**config.mk**
```make
export PLATFORM = sky130hd
export DESIGN_NAME = bit_addr_latch
export DESIGN_NICKNAME = d
export VERILOG_FILES = /design/src/rtl/addr_latch_pkg.sv /design/src/rtl/al_mode_dec.sv /design/src/rtl/al_addr_dec.sv /design/src/rtl/al_bit_cell.sv /design/src/rtl/bit_addr_latch.sv
export SDC_FILE = /design/constraint.sdc
export NUM_CORES = 1
export LEC_CHECK = 0
export BUFFER_PORTS_ARGS = -buffer_cell sky130_fd_sc_hd__buf_4
export CORE_MARGIN = 3
export CORE_UTILIZATION = 30
export CTS_CLUSTER_DIAMETER = 50
export DETAILED_ROUTE_END_ITERATION = 16
export GPL_ROUTABILITY_DRIVEN = 0
export PLACE_DENSITY = 0.5
export SYNTH_ARGS = -nofsm -noshare
export SYNTH_HDL_FRONTEND = slang
export SYNTH_SLANG_ARGS = --single-unit
```
**constraint.sdc**
```tcl
create_clock -name clk -period 1.4 [get_ports clk]
set_input_delay 0.07 -clock clk [delete_from_list [all_inputs] [get_ports clk]]
set_output_delay 0.07 -clock clk [all_outputs]
set_load 0.05 [all_outputs]
```
**src/rtl/addr_latch_pkg.sv**
```systemverilog
package addr_latch_pkg;
  typedef enum logic [1:0] {
    MODE_WRITE = 2'd0,
    MODE_HOLD  = 2'd1,
    MODE_DEMUX = 2'd2,
    MODE_CLEAR = 2'd3
  } latch_mode_e;
endpackage

```
**src/rtl/al_mode_dec.sv**
```systemverilog
module al_mode_dec
  import addr_latch_pkg::*;
(
  input  logic        en_n,
  input  logic        clr_n,
  output latch_mode_e mode
);
  always_comb begin
    unique case ({en_n, clr_n})
      2'b01:   mode = MODE_WRITE;
      2'b11:   mode = MODE_HOLD;
      2'b00:   mode = MODE_DEMUX;
      default: mode = MODE_CLEAR;
    endcase
  end
endmodule

```
**src/rtl/al_addr_dec.sv**
```systemverilog
module al_addr_dec #(
  parameter int ADDR_W = 3,
  localparam int N_OUT = 1 << ADDR_W
) (
  input  logic [ADDR_W-1:0] addr,
  output logic [N_OUT-1:0]  sel
);
  for (genvar k = 0; k < N_OUT; k++) begin : g_sel
    assign sel[k] = (addr == ADDR_W'(k));
  end
endmodule

```
**src/rtl/al_bit_cell.sv**
```systemverilog
module al_bit_cell
  import addr_latch_pkg::*;
(
  input  logic        clk,
  input  logic        rst,
  input  latch_mode_e mode,
  input  logic        sel,
  input  logic        din,
  output logic        q
);
  logic q_next;

  always_comb begin
    q_next = q;
    unique case (mode)
      MODE_WRITE: if (sel) q_next = din;
      MODE_HOLD:  q_next = q;
      MODE_DEMUX: q_next = sel & din;
      MODE_CLEAR: q_next = 1'b0;
      default:    q_next = q;
    endcase
  end

  always_ff @(posedge clk) begin
    if (rst) q <= 1'b0;
    else     q <= q_next;
  end
endmodule

```
**src/rtl/bit_addr_latch.sv**
```systemverilog
module bit_addr_latch
  import addr_latch_pkg::*;
#(
  parameter int ADDR_W = 3,
  localparam int N_OUT = 1 << ADDR_W
) (
  input  logic              clk,
  input  logic              rst,
  input  logic              en_n,
  input  logic              clr_n,
  input  logic [ADDR_W-1:0] addr,
  input  logic              din,
  output logic [N_OUT-1:0]  q
);
  latch_mode_e       mode;
  logic [N_OUT-1:0]  sel;

  al_mode_dec u_mode (.en_n(en_n), .clr_n(clr_n), .mode(mode));

  al_addr_dec #(.ADDR_W(ADDR_W)) u_adec (.addr(addr), .sel(sel));

  for (genvar k = 0; k < N_OUT; k++) begin : g_cell
    al_bit_cell u_cell (
      .clk(clk), .rst(rst), .mode(mode),
      .sel(sel[k]), .din(din), .q(q[k])
    );
  end


  sys_reset_clears_chk: assert property (@(posedge clk) rst |=> q == '0);


  write_keeps_others_chk: assert property (@(posedge clk) disable iff (rst)
    (!en_n && clr_n) |=> ((q ^ $past(q)) & ~(N_OUT'(1) << $past(addr))) == '0);


  write_lands_addressed_chk: assert property (@(posedge clk) disable iff (rst)
    (!en_n && clr_n) |=> q[$past(addr)] == $past(din));


  hold_stable_chk: assert property (@(posedge clk) disable iff (rst)
    (en_n && clr_n) |=> $stable(q));


  demux_single_chk: assert property (@(posedge clk) disable iff (rst)
    (!en_n && !clr_n) |=> ($onehot0(q) && q[$past(addr)] == $past(din)));


  clear_zero_chk: assert property (@(posedge clk) disable iff (rst)
    (en_n && !clr_n) |=> q == '0);
endmodule

```
### Yosys cells after proc, flatten, opt, wreduce, memory -nomap -nowiden

Cells that the tools add are included.

* logic and storage cells: 65
* input port bits: 8
* output and inout port bits: 8
* register bits after elaboration: 8

* equality and inequality tests: 20
* bitwise logic cells: 9
* reduce and logical (&&, ||, !) cells: 11
* mux-type cells: 17

Operators with widths (count)
* one-hot mux 1 bit (3 select lines): 8
* inequality test 2 x 1 -> 1 bit, second input constant: 8
* AND reduction 2 bit: 8
* equality test 3 bit, second input constant: 4
* AND 1 bit: 8
* 2-to-1 mux 1 bit: 8
* equality test 2 bit, second input constant: 3
* equality test 3 x 2 -> 1 bit, second input constant: 2
* one-hot mux 2 bit (3 select lines): 1
* equality test 2 x 1 -> 1 bit, second input constant: 2
* zero test 2 bit: 2
* equality test 3 x 1 -> 1 bit, second input constant: 1
* zero test 3 bit: 1
* inverter 1 bit: 1

### Logic depth before layout (Yosys ltp)

* word-level depth: 5
* depth in mapped cells: 3
* mapped depth without buffers: 2

### Hierarchy

From an unflattened synthesis, not the netlist that was laid out.

* cell total of the unflattened synthesis: 50
* area total of the unflattened synthesis: 503.0 µm²

By module, submodules not included
* al_bit_cell: times used 8, sequential area each 20.0 µm², cells an instance 5, area each 53.8 µm²
* al_addr_dec: times used 1, sequential area each 0.0 µm², cells an instance 8, area each 65.1 µm²
* al_mode_dec: times used 1, sequential area each 0.0 µm², cells an instance 2, area each 7.5 µm²

### Worst setup path after synthesis

Ideal clock, no wire load.

* kind: input port to flip-flop
* start point: input addr[1]
* end point: register g_cell[1].u_cell.q
* stages: 2
* library setup time: 0.072 ns
* data required time: 1.328 ns
* path buffers: 0
* data arrival time: 0.604 ns
* setup slack: 0.724 ns
* cells stage by stage: nor4b_1 mux2i_1

* longest elaborated chain between the ends: 3
* elaborated cells between the ends (all ways): 5
* those cells by class: 2 x eq/ne; 1 x mux; 1 x bitwise; 1 x reduce/logical

RTL lines
* start: declaration: RTL line bit_addr_latch.sv:11 `input logic [ADDR_W-1:0] addr,`
* equality test 3 x 1 -> 1 bit (*): RTL line al_addr_dec.sv:9 `assign sel[k] = (addr == ADDR_W'(k));`
* AND 1 bit or inequality test 2 x 1 -> 1 bit (tied branches)
* one-hot mux 1 bit (3 select lines) or AND reduction 2 bit (tied branches)
* end signal: assignment: RTL line al_bit_cell.sv:26 `else q <= q_next;`
* end: declaration: RTL line al_bit_cell.sv:9 `output logic q`

Mark *: on every way between the ends. The rest lies on a longest branch, timed or not.
A chain may end at the register's enable or synchronous reset.

### Worst setup path after layout

* start point: register g_cell[2].u_cell.q
* end point: output q[2]

RTL lines
* start: declaration: RTL line al_bit_cell.sv:9
* start signal: assignment: RTL line al_bit_cell.sv:26
* end: declaration: RTL line bit_addr_latch.sv:13 `output logic [N_OUT-1:0] q`

No word-level cell between the ends.

==> parameters.txt <==
Parameter                              Value

Detailed routing
  Sum of routed wire length over all layers ... a little over 900 µm
  Remaining DRCs ... 0
  Overall via count from detail_route ... around 340
  Number of antenna-violating nets in the routed design ... 0
  Routed wire length per instance ... roughly 14 µm
  Number of optimization iterations in the first detailed-route pass ... 2
  Vias per cell ... around 5.2
  DRT iter0 DRCs ... 6

Placement
  Placed cell count ... 63
  Worst slack at placement ... roughly 0.44 ns
  Port bufs ... 15

Power
  Clock group share of total power ... 0.373
  Max rail drop VDD ... 0.260 mV
  Internal portion of total power ... between 0.3 and 0.4 mW
  Leakage power summed over all cells ... between 0.2 and 0.25 nW
  Net Sw Frac ... 0.250
  Part of the total power dissipated in combinational logic ... 0.143
  Power density of the placed cells ... 892 nW/µm²
  Sequential group share of total power ... 0.484
  Net switching power of the design ... approximately 0.12 mW

Finish
  Largest register FFs ... 8
  Layout filler cell count ... between 100 and 150
  Registers with the most flip-flops ... g_cell.u_cell.q x8
  Fraction of final layout cells sized beyond drive strength 1 ... 0.392
  Fin cells ... between 60 and 70
  Top reg by flops ... g_cell.u_cell.q
  Total area of sequential cells ... 160 µm²
  Number of inserted diodes ... 0
  Footprint of the multi-input gates ... approximately 230 µm²
  Synth-to-layout area growth ... 18.7%
  Number of nets at the end of the flow ... 61

Synth
  Post-synthesis sequential area ratio ... 0.353
  Flop and latch count out of synthesis ... 8
  Number of distinct library cells after synthesis ... 12
  Net count of the mapped netlist ... 51
  Combined area of all synthesized cells ... between 400 and 500 µm²
  Total of warnings raised by yosys ... 0
  Post-Syn Instances ... 43
  Average footprint of a synthesized cell ... roughly 11 µm²

Floorplanning
  Core Box Area ... about 1400 µm²
  Site row count ... 13
  Initial standard-cell utilization of the core ... 0.332
  Die outline height ... around 45 µm
  I/O pin count ... 16
  Die X ... around 45 µm
  Overall die area ... 2020 µm²

STA
  Worst max-slew margin expressed relative to the limit ... 0.709
  Setup repair after global routing missed its margin ... false
  Final total negative setup slack ... 0 ns
  Slew at the pin closest to its max-slew limit ... roughly 0.43 ns
  Total count of hold-check failures in the final report ... 0
  Post-route minimum period ... a little under 0.9 ns
  Clock Skews ... 0 ns
  Slew Limit Fails ... 0
  Hold slack ... approximately 0.14 ns
  Max Fclk ... ~1200 MHz
  Final Worst Setup Slack ... 0.535 ns
  Setup violations, final ... 0
  Final Cycle Share ... 0.618

Critical path
  Endpoint class of the critical path ... primary output
  Crit start category ... register
  Bufs and invs on worst path ... 1
  Endpoint arrival time on the critical path ... ~0.8 ns
  CP Max Fanout ... 2
  Setup slack of the worst register-to-register path ... between 0.7 and 0.8 ns
  Required @ worst endpoint ... approximately 1.3 ns
  Cells along the critical path ... buf_4
  Worst path top cell family by delay ... flip-flops
  Crit path kind ... reg2out
  Slowest stage cell on the critical path ... dfxtp_1
  Max stage delay on crit path ... 0.34 ns

Clock network
  Postcts setup bufs ... 0
  Clock transition at the registers of the reported paths ... 0.05 ns
  Clock tree from TritonCTS ... done
  Number of buffers between clock root and the deepest sink ... 2
  Root Buffer Master ... clkbuf_4
  Number of resized instances in the post-cts repair step ... 0
  Later-pin clock latency in the skew report ... roughly 0.26 ns
  Total of hold buffers inserted after clock tree synthesis ... 0
  Number of buffers created by CTS ... 3
  Maximum level of the CTS H-tree ... 1
  TritonCTS sink count ... 8

Global route
  Number of global-route vias before repair ... between 300 and 400
  Residual overflow from global routing ... 0
  First-pass GRT wire length ... roughly 1400 µm
  Pin count of the biggest net entering global routing ... 10
  Number of antenna violations at the first check in global routing ... 0
  Total global routing track utilization ... 0.103

Status
  Outcome ... complete, no violations

Flow run
  Max-cap violations ... 0

Hold path
  Class of the tightest hold or removal check ... in2reg
==> synthesized netlist by cell type <==
cell type | count | area share
nand2b_1 | 1 | 0.014
nand3b_1 | 8 | 0.13
clkbuf_2 | 1 | 0.011
nand4b_1 | 1 | 0.019
and4bb_1 | 1 | 0.028
nor4b_1 | 3 | 0.058
and4bb_2 | 2 | 0.055
nor4_1 | 1 | 0.014
mux2i_1 | 8 | 0.18
buf_4 | 8 | 0.13
buf_1 | 1 | 0.0083
dfxtp_1 | 8 | 0.35
==> worst reg2reg max path, cell delays in order (launching register included) <==
cell      delay [ns]
dfxtp_1         0.33
nand3b_1        0.08
mux2i_1         0.12
==> power groups by stage <==
stage / Sequential [mW] / Clock (mW) / Combinational [mW]
2_1_floorplan: 0.237 / 0 / 0.0407
3_3_place_gp: 0.238 / 0 / 0.0670
3_5_place_dp: 0.238 / 0 / 0.0692
4_1_cts: 0.233 / 0.188 / 0.0692
5_1_grt: 0.233 / 0.195 / 0.0730
6_report: 0.233 / 0.179 / 0.0689
==> worst paths after layout <==
path                                                       from  cells after the start                         endpoint
worst max-delay path            g_cell[2].u_cell.q$_SDFFE_PP0P_                      1                             q[2]
worst min-delay path                                        rst                      3  g_cell[2].u_cell.q$_SDFFE_PP0P_
worst min register to register  g_cell[7].u_cell.q$_SDFFE_PP0P_                      2  g_cell[7].u_cell.q$_SDFFE_PP0P_
worst max register to register  g_cell[0].u_cell.q$_SDFFE_PP0P_                      2  g_cell[0].u_cell.q$_SDFFE_PP0P_
==> routing by layer <==
layer / part of all wire / global-route usage / wire, µm
met5: 0 / 0 / 0
met4: 0.033 / 0.105 / 31
met3: 0.095 / 0.0319 / 88
met2: 0.40 / 0.123 / 375
met1: 0.46 / 0.136 / 430
==> layout by cell type, fill, tap and decap left out <==
cell type / n
buf_4: 15
nand3b_1: 8
mux2i_1: 8
dfxtp_1: 8
nor4b_1: 3
clkbuf_4: 3
and4bb_2: 2
nand2b_1: 1
nand4b_1: 1
and4bb_1: 1
nor4_1: 1
==> cell families (layout without fill, tap and decap cells) <==
logic type	after synthesis	in the layout	share of synthesized area
buffers and inverters	10	18	0.152
AND/OR/NAND/NOR	17	17	0.320
multiplexers	8	8	0.176
flip-flops	8	8	0.353
==> cell type report <==
| class | instances | share of cell area |
|---|---|---|
| clock buffers | 3 | 0.0418 |
| flip-flops and latches | 8 | 0.297 |
| well taps | 15 | 0.0348 |
| repair buffers | 15 | 0.209 |
| multi-input cells | 25 | 0.418 |
==> metrics by stage <==
stage / utilization / total power [mW] / cell area [µm²]
finish: 0.395 / 0.481 / 539
global route: 0.395 / 0.501 / 539
CTS: 0.395 / 0.490 / 539
detailed placement: 0.378 / 0.307 / 517
global placement: 0.378 / 0.305 / 517
floorplan: - / 0.278 / 454
No activity file was read; power rests on OpenSTA's default activity.
